File: src/rtl/conv_pwm_pkg.sv
package conv_pwm_pkg;
   localparam int SLOT_W = 4;
   localparam int SLOTS  = 1 << SLOT_W;

   typedef struct packed {
      logic              en;
      logic              inv;
      logic [SLOT_W-1:0] duty;
   } pwm_cfg_t;
endpackage

File: src/rtl/conv_pwm_sync.sv
module conv_pwm_sync #(
   parameter int W      = 2,
   parameter int STAGES = 2
) (
   input  logic         clk,
   input  logic         rst_n,
   input  logic [W-1:0] d,
   output logic [W-1:0] q
);
   logic [W-1:0] stg [STAGES];

   always_ff @(posedge clk or negedge rst_n) begin
      if (!rst_n) begin
         for (int i = 0; i < STAGES; i++) stg[i] <= '0;
      end else begin
         stg[0] <= d;
         for (int i = 1; i < STAGES; i++) stg[i] <= stg[i-1];
      end
   end

   assign q = stg[STAGES-1];
endmodule

File: src/rtl/conv_pwm_timebase.sv
module conv_pwm_timebase
   import conv_pwm_pkg::*;
#(
   parameter int PRESCALE = 12
) (
   input  logic              clk,
   input  logic              rst_n,
   output logic [SLOT_W-1:0] slot,
   output logic              boundary
);
   logic slot_tick;

   generate
      if (PRESCALE == 1) begin : g_nodiv
         assign slot_tick = 1'b1;
      end else begin : g_div
         localparam int CNT_W = $clog2(PRESCALE);
         localparam logic [CNT_W-1:0] LAST = CNT_W'(PRESCALE - 1);
         logic [CNT_W-1:0] pre_q;

         always_ff @(posedge clk or negedge rst_n) begin
            if (!rst_n)            pre_q <= '0;
            else if (pre_q == LAST) pre_q <= '0;
            else                   pre_q <= pre_q + 1'b1;
         end

         assign slot_tick = (pre_q == LAST);

         p_pre_range_r1: assert property (@(posedge clk) disable iff (!rst_n)
            pre_q <= LAST);
      end
   endgenerate

   always_ff @(posedge clk or negedge rst_n) begin
      if (!rst_n)         slot <= '0;
      else if (slot_tick) slot <= slot + 1'b1;
   end

   assign boundary = slot_tick && (slot == SLOT_W'(SLOTS - 1));

   p_slot_step_r1: assert property (@(posedge clk) disable iff (!rst_n)
      slot_tick |=> slot == $past(slot) + SLOT_W'(1));
   p_slot_hold_r1: assert property (@(posedge clk) disable iff (!rst_n)
      !slot_tick |=> $stable(slot));
   p_bnd_zero_r1: assert property (@(posedge clk) disable iff (!rst_n)
      boundary |=> slot == '0);
endmodule

File: src/rtl/conv_pwm_channel.sv
module conv_pwm_channel
   import conv_pwm_pkg::*;
#(
   parameter bit OUT_REG = 1'b0
) (
   input  logic              clk,
   input  logic              rst_n,
   input  logic              boundary,
   input  logic [SLOT_W-1:0] slot,
   input  pwm_cfg_t          cfg,
   input  logic              fb_s,
   output logic              drv
);
   localparam logic [SLOT_W-1:0] DUTY_MIN = SLOT_W'(1);
   localparam logic [SLOT_W-1:0] DUTY_MAX = SLOT_W'(SLOTS - 1);

   function automatic logic [SLOT_W-1:0] clamp_duty(input logic [SLOT_W-1:0] d);
      if (d < DUTY_MIN) return DUTY_MIN;
      if (d > DUTY_MAX) return DUTY_MAX;
      return d;
   endfunction

   logic              run_q;
   logic              inv_q;
   logic [SLOT_W-1:0] duty_q;
   logic              lvl_c;

   always_ff @(posedge clk or negedge rst_n) begin
      if (!rst_n) begin
         run_q  <= 1'b0;
         inv_q  <= 1'b0;
         duty_q <= DUTY_MIN;
      end else if (boundary) begin
         run_q  <= cfg.en && fb_s;
         inv_q  <= cfg.inv;
         duty_q <= clamp_duty(cfg.duty);
      end
   end

   assign lvl_c = (run_q && (slot < duty_q)) ^ inv_q;

   generate
      if (OUT_REG) begin : g_reg
         always_ff @(posedge clk or negedge rst_n) begin
            if (!rst_n) drv <= 1'b0;
            else        drv <= lvl_c;
         end
      end else begin : g_comb
         assign drv = lvl_c;
      end
   endgenerate

   p_hold_r8: assert property (@(posedge clk) disable iff (!rst_n)
      !boundary |=> $stable({run_q, inv_q, duty_q}));
   p_first_slot_r3: assert property (@(posedge clk) disable iff (!rst_n)
      (run_q && slot == '0) |-> lvl_c != inv_q);
   p_last_slot_r4: assert property (@(posedge clk) disable iff (!rst_n)
      (slot == DUTY_MAX + SLOT_W'(0) && slot == SLOT_W'(SLOTS - 1)) |-> lvl_c == inv_q);
   p_rest_level_r5: assert property (@(posedge clk) disable iff (!rst_n)
      !run_q |-> lvl_c == inv_q);
endmodule

File: src/rtl/conv_pwm_drive.sv
module conv_pwm_drive
   import conv_pwm_pkg::*;
#(
   parameter int NUM_CH      = 2,
   parameter int CLK_HZ      = 18_432_000,
   parameter int RATE_HZ     = 96_000,
   parameter int SYNC_STAGES = 2,
   parameter bit OUT_REG     = 1'b0
) (
   input  logic                     clk,
   input  logic                     rst_n,
   input  logic [NUM_CH-1:0]        ch_en,
   input  logic [NUM_CH*SLOT_W-1:0] ch_duty,
   input  logic [NUM_CH-1:0]        ch_invert,
   input  logic [NUM_CH-1:0]        fb_ok,
   output logic [NUM_CH-1:0]        drv_out
);
   localparam int SLOT_HZ  = RATE_HZ * SLOTS;
   localparam int PRESCALE = CLK_HZ / SLOT_HZ;

   generate
      if (NUM_CH < 1) begin : g_bad_ch
         $error("conv_pwm_drive: NUM_CH must be at least 1");
      end
      if (PRESCALE < 1 || (CLK_HZ % SLOT_HZ) != 0) begin : g_bad_clk
         $error("conv_pwm_drive: CLK_HZ must be a whole multiple of 16*RATE_HZ");
      end
      if (SYNC_STAGES < 2) begin : g_bad_sync
         $error("conv_pwm_drive: SYNC_STAGES must be at least 2");
      end
   endgenerate

   logic [SLOT_W-1:0] slot;
   logic              boundary;
   logic [NUM_CH-1:0] fb_s;

   conv_pwm_timebase #(.PRESCALE(PRESCALE)) u_tb (
      .clk      (clk),
      .rst_n    (rst_n),
      .slot     (slot),
      .boundary (boundary)
   );

   conv_pwm_sync #(.W(NUM_CH), .STAGES(SYNC_STAGES)) u_fb_sync (
      .clk   (clk),
      .rst_n (rst_n),
      .d     (fb_ok),
      .q     (fb_s)
   );

   generate
      for (genvar g = 0; g < NUM_CH; g++) begin : g_ch
         pwm_cfg_t cfg;
         assign cfg.en   = ch_en[g];
         assign cfg.inv  = ch_invert[g];
         assign cfg.duty = ch_duty[g*SLOT_W +: SLOT_W];

         conv_pwm_channel #(.OUT_REG(OUT_REG)) u_ch (
            .clk      (clk),
            .rst_n    (rst_n),
            .boundary (boundary),
            .slot     (slot),
            .cfg      (cfg),
            .fb_s     (fb_s[g]),
            .drv      (drv_out[g])
         );
      end
   endgenerate

   p_sense_mid_r8: assert property (@(posedge clk) disable iff (!rst_n)
      (!boundary && slot != '0) |=> $stable(drv_out) || $past(slot) != slot);
endmodule

File: config.mk
export PLATFORM = sky130hd
export DESIGN_NAME = conv_pwm_drive
export DESIGN_NICKNAME = d
export VERILOG_FILES = /design/src/rtl/conv_pwm_pkg.sv /design/src/rtl/conv_pwm_sync.sv /design/src/rtl/conv_pwm_timebase.sv /design/src/rtl/conv_pwm_channel.sv /design/src/rtl/conv_pwm_drive.sv
export SDC_FILE = /design/constraint.sdc
export NUM_CORES = 1
export LEC_CHECK = 0
export BUFFER_PORTS_ARGS = -buffer_cell sky130_fd_sc_hd__buf_4
export CORE_MARGIN = 2
export CORE_UTILIZATION = 49
export CTS_CLUSTER_SIZE = 24
export DETAILED_ROUTE_END_ITERATION = 10
export PLACE_DENSITY = 0.79
export SYNTH_ARGS = -nofsm -noshare
export SYNTH_HDL_FRONTEND = slang
export SYNTH_SLANG_ARGS = --single-unit
File: constraint.sdc
create_clock -name clk -period 1.8 [get_ports clk]
set_input_delay 0.36 -clock clk [delete_from_list [all_inputs] [get_ports clk]]
set_output_delay 0.36 -clock clk [all_outputs]
set_load 0.02 [all_outputs]
Yosys cells after proc, flatten, opt, wreduce, memory -nomap -nowiden --
Cells that the tools add are included.
Word-level totals: bits in registers 24, bits of input ports 16, output and inout bits 2, word-level logic and storage cells 46
Cells by class: add/subtract/negate cells 2, magnitude comparators 6, equal/unequal tests 2, muxes and demuxes 19, bitwise logic cells 2, reduce and logical (&&, ||, !) cells 5
Operators with widths (count):
- $mux W4 | 9
- $mux W1 | 10
- $add A4 B1 Y4 const B | 2
- $eq A4 B4 Y1 const B | 2
- $gt A4 B4 Y1 const B | 2
- $lt A4 B1 Y1 const B | 2
- $lt A4 B4 Y1 | 2
- $logic_and A1 B1 Y1 | 5
- $xor A1 B1 Y1 | 2

Depth between registers and ports, before layout --
Gate-level depths: netlist of run 1.
word-level depth 7, gate-level depth with buffers 6, depth with buffers taken out 5

Modules after synthesis --
A second synthesis of run 1 with hierarchy kept.
Unflattened totals: cell total of the unflattened synthesis 99, area total of the unflattened synthesis 1093.5 um^2
By module, submodules not included:
- conv_pwm_channel | instances 2, cells an instance 33, area each 314.1 um^2, seq. area each 151.4 um^2
- conv_pwm_timebase | instances 1, cells an instance 27, area each 350.3 um^2, seq. area each 200.2 um^2
- conv_pwm_sync | instances 1, cells an instance 6, area each 115.1 um^2, seq. area each 100.1 um^2

Least setup slack after synthesis of run 1 --
Ideal clock, no wire load.
path type reg2out, start register u_tb.slot[3], end output port drv_out[1], data arrival time 1.311 ns, data required time 1.440 ns, setup slack 0.129 ns, stages on the path, launching flop included 6, cells stage by stage dfrtp_1 > ha_1 > o211ai_1 > o2111ai_1 > xnor2_1 > buf_4
On the way: word-level cells in the longest chain between the ends 3
RTL lines:
- from (decl) | RTL line conv_pwm_timebase.sv:8 | output logic [SLOT_W-1:0] slot,
- from (signal assigned) | RTL line conv_pwm_timebase.sv:36 | else if (slot_tick) slot <= slot + 1'b1;
- $lt A4 B4 Y1 | RTL line conv_pwm_channel.sv:40 | assign lvl_c = (run_q && (slot < duty_q)) ^ inv_q;
- $logic_and A1 B1 Y1 | RTL line conv_pwm_channel.sv:40
- $xor A1 B1 Y1 | RTL line conv_pwm_channel.sv:40
- to (decl) | RTL line conv_pwm_drive.sv:16 | output logic [NUM_CH-1:0] drv_out
Every way passes these cells.

Worst setup path in the final report of run 1 --
start register u_tb.slot[1], end output port drv_out[0]
The elaborated chain is that of the path after synthesis.

==> results of run 1 <==
registers in the layout, summed over array words and instances (netlist names):
name              count
u_fb_sync.q           2
u_tb.slot             4
g_ch.u_ch.run_q       2
u_tb.g_div.pre_q      4
u_fb_sync.stg         2
g_ch.u_ch.inv_q       2
g_ch.u_ch.duty_q      8
synth_stat cells:
cell type  number  area, um^2
dfrtp_1        22       550.5
nand2_1         9       33.78
ha_1            8       100.1
inv_1           8       30.03
mux2_4          8       120.1
xnor2_1         6       52.55
nor2_1          4       15.01
o21ai_0         4       20.02
o31ai_1         4       30.03
buf_4           3       22.52
nor3b_1         3       22.52
dfstp_2         2       52.55
nor3_1          2       10.01
o2111ai_1       2       17.52
o211ai_1        2       15.01
a21o_1          1       7.510
and3b_1         1       8.760
mux2_2          1       11.26
nand3_4         1       17.52
nand3b_4        1       20.02
nand4_1         1       6.260
nor2_8          1       20.02
worst max-delay path by stage:
stage                            start    endpoint  cells after the start
after floorplan           u_tb.slot[3]  drv_out[1]                      5
after global placement    u_tb.slot[1]  drv_out[0]                      5
after detailed placement  u_tb.slot[1]  drv_out[0]                      5
after CTS                 u_tb.slot[1]  drv_out[0]                      5
after global routing      u_tb.slot[1]  drv_out[0]                      5
final                     u_tb.slot[1]  drv_out[0]                      5
what timing repair did:
item                                    in CTS  in global routing
hold buffers                                 1                  0
endpoints found under the setup margin       2                  2
pin swaps                                    6                  1
hold endpoints to repair                    22                  0
setup buffers                                1                  1
resized for setup                            0                  1
logic make-up after synthesis:
group,share of synthesized area (%)
AO/OA/AOI/OAI,7.611
buffers and inverters,4.440
multiplexers,11.10
XOR/XNOR,4.440
flip-flops,50.95
AND/OR/NAND/NOR,13.00
adder cells (fa/ha/maj),8.457
report_power, final:
group | leakage [nW] | internal, W | switching [W]
Clock | 0.0138 | 0.0000783 | 0.000150
Sequential | 0.300 | 0.000544 | 0.000000908
Combinational | 0.381 | 0.0000240 | 0.0000183
layer usage:
metal / global-route usage (%) / vias to the layer above / wire length [um]
met4: 9.829 / 0 / 32
met2: 28.75 / 15 / 995
met3: 2.825 / 3 / 63
met1: 19.82 / 357 / 848
met5: 0 / - / 0
li1: - / 373 / -
worst reg2reg max path, cell delays in order, from the launching register on:
cell and delay [ns]:
dfrtp_1 0.40, buf_4 0.12, buf_4 0.10, ha_1 0.21, nand3_4 0.16, nor2_8 0.23
mux2_4 0.33
area by class of cell:
| cell class | count | area [um^2] |
|---|---|---|
| fill | 184 | 862.1 |
| sequential | 24 | 603.1 |
| multi-input combinational | 59 | 534.3 |
| timing repair buffer | 22 | 167.7 |
| tap | 28 | 35.03 |
| inverter | 8 | 30.03 |
| clock buffer | 3 | 22.52 |
per-stage QoR:
| stage | power (W) | worst slack (ns) | area [um^2] | util (%) |
|---|---|---|---|---|
| after global placement | 0.0005950 | 0.1083 | 1339 | 59.38 |
| after global routing | 0.0008477 | -0.4091 | 1393 | 61.76 |
| after detailed placement | 0.0005968 | 0.07444 | 1339 | 59.38 |
| final | 0.0008148 | -0.2949 | 1393 | 61.76 |
| after floorplan | 0.0005586 | 0.1286 | 1184 | - |
| after CTS | 0.0008279 | -0.2603 | 1379 | 61.15 |
==> results by stage, run 1 <==
Timing:
- After layout, the minimum clock period comes to between 2 and 2.5 ns.
- In the post-route analysis, the smallest setup slack over all paths is -0.2949 ns.
- Final hold analysis gives a worst-case slack of about 0.14 ns.
- The top achievable clock speed is between 0.4 and 0.5 GHz.
- The worst slew margin relative to its limit is roughly four fifths.
- The final clock skew is between 0.004 and 0.005 ns.
- Dividing the final minimum period by the clock period gives 116.4%.
- At the pin with the least slew margin, the transition time is ~0.30 ns.
- The setup total negative slack is -0.5080 ns.
- Setup repair after global routing could not meet its margin everywhere.
- The final count of hold timing violations is 0.
- The number of setup violations in the final report is 2.
- The count of pins over their slew limit came to 0.

Pwr:
- The worst IR drop on VDD is 478.1 uV.
- The total power divided by cell area is between 500 and 600 nW/um^2.
- The static leakage is slightly below 0.7 nW.

Clock network:
- The clock tree from TritonCTS is built.
- The deepest level of the CTS H-tree is 1.
- The tree built by TritonCTS fans out to 24 sinks.
- After clock tree synthesis, the clock-pin slew on the worst setup and hold paths is about 0.12 ns.
- The clock reaches the later pin of the worst-skew pair after 0.31 ns.
- The number of buffers between clock root and the deepest sink is 2.
- The cell at the root of the clock tree is clkbuf_4.
- TritonCTS created 3 clock buffers.

Placed design:
- The congestion estimate from routability-driven global placement came to around 0.75.
- The port buffer count is 17.
- Detailed placement finished with a half-perimeter wire length of 1.433 mm.
- After detailed placement, the design holds a cell count of 138.

GRT:
- The number of global-route vias before repair is approximately 770.
- Entering global routing, the biggest net connects 25 pins.
- The final global-route overflow total is 0.
- The total track usage is 16.88%.
- The wire length of the first global-routing pass is 3.346 mm.
- The number of antenna violations at the first check in global routing is 0.

Worst setup path:
- On the worst path, the slowest cell contributes a delay of 0.43 ns.
- The endpoint identified for the worst register-to-register timing path is g_ch[0].u_ch.duty_q[1].
- The data arrival time of the critical path is 1.73 ns.
- Walking the worst path, the cells encountered are ha_1 > nor3b_1 > o2111ai_2 > xnor2_1 > buf_4.
- The endpoint required time on the critical path is approximately 1.4 ns.
- The worst-case register-to-register setup slack is 0.13 ns.
- The kind of launch point of the worst setup path is a register.
- The launch instance of the worst register-to-register path is u_tb.slot[1].
- The count of buffering cells on the critical path with inverters included is 1.
- The maximum fanout along the worst path is 3.
- The critical path class is register to output port.
- The capturing element type of the critical path is an output port.
- In this design, the largest share of critical-path delay is due to flip-flops.
- The library cell contributing the largest single delay on the critical path is dfrtp_1.
- The worst register-to-register path has a depth of 6.

Status:
- The run finished, with violations left.
- The checks that failed: negative setup slack.

Min path:
- The worst min-delay path class is input port to register.
- The number of stages on the worst hold path is 1.
- The path with the worst hold slack has its endpoint at u_fb_sync.stg[3].
- The launch instance of the worst min-delay path is fb_ok[1].

Floorplanning:
- 18 I/O pins were placed.
- The floorplan die area is 2825 um^2.
- For this configuration, the core starts out at a cell density of between 50 and 60%.
- The die span in x is roughly 53 um.
- The site row count is 17.
- The die is ~53 um tall.
- The total area inside the core boundary comes to between 2000 and 2500 um^2.

Finish:
- Cells with a size suffix above 1 make up about 34% of the layout.
- The number of antenna diodes in the final layout is 0.
- The library cells used most frequently in the layout, excluding fill and tap cells, are dfrtp_1 (22), buf_4 (21), nand2_1 (9).
- The final net count is between 100 and 150.
- The number of standard cells in the final layout excluding fillers is ~140.
- The commonest non-fill, non-tap cell in the layout is dfrtp_1.
- The area growth from synthesis to layout is 17.65%.

Drt:
- The post-detailed-route DRC marker count is 0.
- The detail route stage leaves a number of antenna-violating nets equal to 0.
- After detailed routing, the total wire length is approximately 1.9 mm.
- In the final routed layout, each cell accounts on average for around 13 um.
- The detailed router's first-iteration violation count is 6.
- The vias per cell is a little over 5.
- The count of TritonRoute iterations in the first routing pass is 4.
- The via count is approximately 750.

Synthesis:
- The flip-flop and latch count after synthesis is 24.
- The number of nets in the synthesized netlist is 118.
- The number of warnings issued by yosys is 0.
- Yosys mapped the design onto 22 distinct sky130hd cell types.
- The post-synthesis cell count is 94.
- After synthesis, flip-flops and latches occupy 50.95% of the total area.
- The synthesized netlist occupies a cell area of 1184 um^2.
- The mean post-synth cell area is around 13 um^2.

Flow run:
- The number of violations of the max-capacitance limit is 0.
No activity file was read; power rests on OpenSTA's default activity.
==> inputs of run 2 (changes only) <==
CORE_UTILIZATION = 40   (was 49)
PLACE_DENSITY = 0.69   (was 0.79)
RECOVER_POWER = 50   (was unset)
==> results by stage, run 2 (same netlist as run 1, synthesis figures left out) <==
Status:
- The flow ran to the end, but the final reports show violations.
- The checks that failed: negative setup slack.

Worst setup path:
- Tracing the worst setup path back leads to its startpoint at u_tb.slot[1].
- The endpoint required time on the critical path is around 1.4 ns.
- The kind of launch point of the worst setup path is a register.
- The data arrival time of the critical path is roughly 1.7 ns.
- Walking the worst path, the cells encountered are ha_1 > o211ai_1 > o2111ai_2 > xnor2_1 > buf_4.
- The library cell contributing the largest single delay on the critical path is dfrtp_1.
- The family of cells with the greatest summed delay on the critical path is flip-flops.
- The startpoint identified for the worst register-to-register timing path is u_tb.slot[0].
- For flop-to-flop paths, the worst setup slack is between 0.2 and 0.25 ns.
- In this run the critical register-to-register path is captured at g_ch[0].u_ch.inv_q.
- The path length in cells of the critical path is 5.
- The number of cells traversed by the worst register-to-register path is 4.
- In this design, the stage delay of the slowest critical-path cell is approximately 0.43 ns.
- The maximum fanout along the worst path is 3.
- The number of buffers and inverters on the critical path is 1.
- STA classifies the critical path endpoint as an output port.
- The worst setup path is of the register to output port kind.

GRT:
- For this run, the total global-route usage over all layers was measured as 12.46%.
- The final global-route overflow total is 0.
- The number of antenna violations at the first check in global routing came to 0.
- The wire length of the first global-routing pass is between 3 and 4 mm.
- The routing usage on met1 is between 15 and 20%.
- The met2 track utilization from global routing is 20.71%.
- The pin count of the biggest net entering global routing is 25.
- For met3 alone, demand over resource in global routing was around 2.2%.
- The number of global-route vias before repair is between 800 and 900.
- After global routing, the most crowded layer is met2.

Clock network:
- The tree built by TritonCTS fans out to 24 sinks.
- The deepest level of the CTS H-tree is 1.
- Clock latency on the worst-skew pair, taken at its later pin, is around 0.31 ns.
- The tree is rooted in a clkbuf_4.
- The clock input transition at the sequential cells of the worst setup and hold paths is around 0.13 ns.
- The clock tree from TritonCTS is built.
- Counting along the longest clock path gives a buffer depth of 2.
- The number of clock buffers added by TritonCTS is 3.

Timing:
- The final clock skew is ~0.0067 ns.
- The final count of hold timing violations came to 0.
- Derived from the worst setup path, the maximum achievable clock frequency is a little under 0.5 GHz.
- The count of pins over their slew limit was 0.
- Dividing the final minimum period by the clock period gives 115.7%.
- After layout, the minimum clock period comes to around 2.1 ns.
- Setup violations remaining at the end of the flow were counted as 2.
- The setup total negative slack is -0.5289 ns.
- Measured against its own limit, the worst slew margin works out to 60.55%.
- The final worst setup slack is -0.2825 ns.
- For the pin with the worst max-slew slack, the measured transition is approximately 0.59 ns.
- Setup repair after global routing could not meet its margin everywhere.

Floorplanning:
- The height of the chip is 58.40 um.
- The floorplan die area is roughly 3400 um^2.
- The die span in x is between 50 and 60 um.
- The placeable core region is 2781 um^2.
- In this run the count of I/O pins placed on the die edge is 18.
- The site row count is 19.
- The effective utilization at floorplan is 42.56%.

Min path:
- The worst min-delay path class is input port to register.
- The worst hold path begins at fb_ok[1].
- Counting instances, the worst hold path has a depth of 1.
- The destination of the worst hold path is u_fb_sync.stg[3].

Finish:
- In the layout the commonest cells are dfrtp_1 (22), buf_4 (18), nand2_1 (9).
- The layout cell share with drive strength beyond 1 is 36.21%.
- Across the whole layout, storage elements account for about 600 um^2.
- The final antenna diode count is 0.
- In the final design database the tool counted around 140 nets.
- The finished cells cover between 1000 and 1500 um^2.
- The register with the most flip-flops in the layout has 8 of them.
- The library cell used most frequently in the layout, excluding fill and tap cells, is dfrtp_1.
- The filler cell count is between 200 and 250.
- The largest registers in the layout are g_ch.u_ch.duty_q (8), u_tb.g_div.pre_q (4), u_tb.slot (4).
- The multi-input combinational cells in the finished layout cover a total of approximately 550 um^2.
- The register with the most flip-flops in the final layout is g_ch.u_ch.duty_q.
- The area growth from synthesis to layout is 19.13%.

Pwr:
- The switching part of the total is a little over a fifth.
- The design draws just over 0.0008 W.
- The static leakage is between 0.6 and 0.7 nW.
- For this design the total switching power over the nets is roughly 0.00017 W.
- The share of power burned in the clock network is ~28%.
- The internal power of the cells is around 0.00064 W.
- Of the total power, registers draw about two thirds.
- The worst IR drop on VDD is roughly 400 uV.
- For this design the ratio of total power to cell area is a little under 600 nW/um^2.
- Combinational cells account for 5.0% of the total power.

Placed design:
- After detailed placement, the total cell area comes to between 1000 and 1500 um^2.
- The post-placement worst setup slack is 0.06741 ns.
- At the end of routability-driven placement, the weighted congestion stood at around 0.75.
- The half-perimeter wire length after detailed placement is about 1.4 mm.
- The port buffer count is 17.

Drt:
- The number of antenna-violating nets in the routed design is 0.
- The via count is roughly 740.
- The wire length per cell is 12.64 um.
- The vias per cell is roughly 5.
- The first detailed-routing pass ran for 4 iterations.
- In this run, the number of DRC markers left after iteration 0 of detailed routing was 12.
- After detailed routing, the number of remaining DRC violations is 0.
- Wires add up to 1.858 mm.

Flow run:
- The tool flagged a number of max-cap violations equal to 0.
==> run 2: cell types whose count changed in the layout (fill, tap and decap cells not counted), sizes merged <==
cell    delta
buf        -3
clkbuf     +3
==> run 2: metal layers <==
metal / part of all wire, % / vias up
met5: 0 / -
met4: 0.70 / 0
met3: 3.0 / 2
met2: 50 / 10
met1: 46 / 359
li1: - / 370
==> run 2: area by class of cell <==
type / instances / share of cell area [%]
Inverter: 8 / 2.130
Timing Repair Buffer: 22 / 11.71
Clock buffer: 3 / 1.597
Tap cell: 31 / 2.751
Sequential cell: 24 / 42.77
Multi-Input combinational cell: 59 / 39.04
==> run 2: worst max-delay path by stage <==
stage               slack [ns]    endpoint
finish                   -0.28  drv_out[0]
global route             -0.40  drv_out[0]
CTS                      -0.25  drv_out[1]
detailed placement        0.07  drv_out[1]
global placement           0.1  drv_out[1]
floorplan                 0.13  drv_out[1]
==> run 2: repair_timing <==
item                                    in CTS  in global routing
cloned                                       0                  0
hold buffers                                 1                  0
resized for setup                            0                  4
setup buffers                                1                  1
endpoints found under the setup margin       2                  2
pin swaps                                    2                  4
hold endpoints to repair                    22                  0
==> run 2: worst reg2reg max path, cell delays in order (launching register included) <==
cell     delay, ns
dfrtp_1       0.49
ha_1          0.25
nand3_4       0.16
nor2_8        0.23
mux2_4        0.32
==> run 2: stage by stage <==
stage	util (%)	instances	hold slack, ns
detailed placement	48.27	141	0.2790
CTS	49.71	146	0.1381
global route	50.70	147	0.1467
finish	50.70	147	0.1684
floorplan	-	94	0.06441
global placement	48.27	141	0.2740
==> run 2: power groups by stage <==
stage,registers [W],clock network [W],logic [W]
after detailed placement,0.000555,0,0.0000419
after floorplan,0.000555,0,0.00000370
after CTS,0.000545,0.000242,0.0000436
after global placement,0.000555,0,0.0000406
final,0.000545,0.000229,0.0000408
after global routing,0.000546,0.000261,0.0000457
==> inputs of run 3 (changes only) <==
CORE_ASPECT_RATIO = 1.75   (was unset)
==> results by stage, run 3 (same netlist as run 1, synthesis figures left out) <==
Timing:
- The count of pins over their slew limit came to 0.
- Setup violations remaining at the end of the flow were counted as 2.
- The top achievable clock speed is approximately 0.5 GHz.
- For the pin with the worst max-slew slack, the measured transition is 0.6268 ns.
- The minimum clock period is about 2.0 ns.
- After layout, the worst setup slack is -0.1778 ns.
- Setup repair after global routing could not meet its margin everywhere.
- The tightest hold path in the finished design has a slack of 0.2160 ns.
- The final clock skew is 0.003860 ns.
- The ratio of final minimum period to clock period is 109.9%.
- The final count of hold timing violations came to 0.
- The worst slew margin relative to its limit is between 50% and 60%.

Pwr:
- Across the VDD grid, the largest voltage drop is around 480 uV.
- In this run the power density over the cells is about 620 nW/um^2.
- In this run the static leakage power is roughly 0.7 nW.

Floorplanning:
- The placeable core region is about 2900 um^2.
- The floorplan die area is approximately 3400 um^2.
- During I/O placement, the number of pins put on the boundary was 18.
- The height of the chip is roughly 76 um.
- Once the floorplan was initialized, standard cells occupied a little over 40% of the core.
- The initialized floorplan defines 26 standard-cell rows.
- The die is about 45 um wide.

Worst setup path:
- In this run the worst path has a maximum fanout of 3.
- The critical path class is register to output port.
- The endpoint required time on the critical path is 1.44 ns.
- STA classifies the critical path startpoint as a register.
- For the worst setup path, the data arrival time is 1.62 ns.
- The capturing element type of the critical path is an output port.

Placed design:
- The placed cell count is about 140.
- The half-perimeter wire length after detailed placement is 1.563 mm.
- The final RePlAce weighted congestion is between 0.7 and 0.8.
- The post-placement cell area is around 1300 um^2.
- The port buffer count is 17.

Min path:
- The worst min-delay path class is input port to register.

GRT:
- The first global-routing pass estimated approximately 3.6 mm of wire.
- Global routing consumed, over all layers together, 14.08% of the routing resources.
- The number of antenna violations at the first check in global routing came to 0.
- The final global-route overflow total is 0.
- The number of global-route vias before repair is roughly 850.
- The pin count of the biggest net entering global routing is 25.

Clock network:
- The deepest level of the CTS H-tree is 1.
- The number of buffers between clock root and the deepest sink is 2.
- Counting the buffers created by CTS gives 3.
- The clock tree from TritonCTS is built.
- The cell at the root of the clock tree is clkbuf_8.
- Clock-pin slew was measured on the worst setup and hold paths at ~0.08 ns.
- The clock latency on the worst-skew pair is about 0.26 ns.
- The tree built by TritonCTS fans out to 24 sinks.

Finish:
- The top cell types in the final layout, fill and taps aside, are dfrtp_1 (21), buf_4 (19), nand2_1 (9).
- After routing the design area is 1459 um^2.
- The filler cells instantiated in the layout total 265.
- The library cell used most frequently in the layout, excluding fill and tap cells, is dfrtp_1.
- From synthesis to final layout, the design area changed by 23.26%.
- The largest registers in the layout are g_ch.u_ch.duty_q (8), u_tb.g_div.pre_q (4), u_tb.slot (4).
- The register with the most flip-flops in the layout has 8 of them.
- The final net count is approximately 140.
- The number of standard cells in the final layout excluding fillers is roughly 150.
- The post-route netlist has between 40% and 50% of its cells at a drive strength greater than 1.
- The final antenna diode count is 0.
- The register with the most flip-flops in the final layout is g_ch.u_ch.duty_q.

Drt:
- The post-detailed-route DRC marker count is 0.
- The detailed router's first-iteration violation count is 12.
- In the final routed layout, each cell accounts on average for 14.83 um.
- The vias per cell is 5.269.
- The number of antenna-violating nets in the routed design is 0.
- The final layout contains routed wiring with a total length of 2.151 mm.
- The count of TritonRoute iterations in the first routing pass is 4.
- The detailed router placed 764 vias in this run.

Status:
- The checks that failed: negative setup slack.
- The flow ran to the end, but the final reports show violations.

Flow run:
- Max-cap violations in this run came to 0.
[run 3: changes by cell type in the layout (fill, tap and decap cells not counted), sizes merged]
cell	change
buf	+1
[run 3: final cells by class]
class | count | area [um^2] | area share (%)
multi-input combinational | 59 | 575.6 | 39.45
clock buffer | 3 | 41.29 | 2.830
inverter | 8 | 30.03 | 2.058
sequential | 24 | 604.3 | 41.42
tap | 28 | 35.03 | 2.401
timing repair buffer | 23 | 172.7 | 11.84
[run 3: what timing repair did]
item                                   in CTS  in global routing
hold buffers                                1                  0
pin swaps                                   7                  6
setup endpoints to repair                   2                  2
setup buffers                               1                  2
gates resized for setup                     2                  7
cloned                                      0                  0
endpoints found under the hold margin      22                  0
[run 3: metal layers]
metal	GRT usage [%]	share of wire, %	up-vias
met5	0	0	-
met4	7.941	2.6	0
met3	2.381	1.6	6
met2	22.71	56	9
met1	16.77	40	375
li1	-	-	374
[run 3: final timing paths]
kind | start | slack (ns) | depth (start not counted) | to
setup / recovery | u_tb.slot[1] | -0.18 | 5 | drv_out[0]
hold / removal | fb_ok[1] | 0.22 | 1 | u_fb_sync.stg[3]
setup reg to reg | u_tb.slot[1] | 0.09 | 6 | g_ch[0].u_ch.duty_q[1]
hold reg to reg | u_fb_sync.stg[2] | 0.35 | 0 | u_fb_sync.q[0]
max in group asynchronous | rst_n | 0.73 | 2 | u_tb.slot[1]
min in group asynchronous | rst_n | 0.63 | 2 | u_fb_sync.stg[3]
[run 3: critical path, stage by stage, from the launching register on]
cell	delay [ns]
dfrtp_2	0.46
ha_4	0.28
o211ai_1	0.10
o2111ai_2	0.22
xnor2_1	0.14
buf_4	0.16
[run 3: where the power goes]
group          switching [W]  leakage (nW)  internal [W]
Combinational      0.0000191         0.393     0.0000230
Clock               0.000169        0.0216      0.000150
Sequential       0.000000990         0.298      0.000543
Total               0.000189         0.713      0.000716
[run 3: stage by stage]
| step | setup slack (ns) | power (W) | util, % | setup TNS (ns) |
|---|---|---|---|---|
| 6_report | -0.1778 | 0.0009054 | 50.96 | -0.3504 |
| 5_1_grt | -0.3130 | 0.0009372 | 50.96 | -0.5694 |
| 4_1_cts | -0.2308 | 0.0009121 | 49.26 | -0.4417 |
| 3_5_place_dp | 0.04200 | 0.0005974 | 46.77 | 0 |
| 3_3_place_gp | 0.07310 | 0.0005953 | 46.77 | 0 |
| 2_1_floorplan | 0.1286 | 0.0005586 | - | 0 |
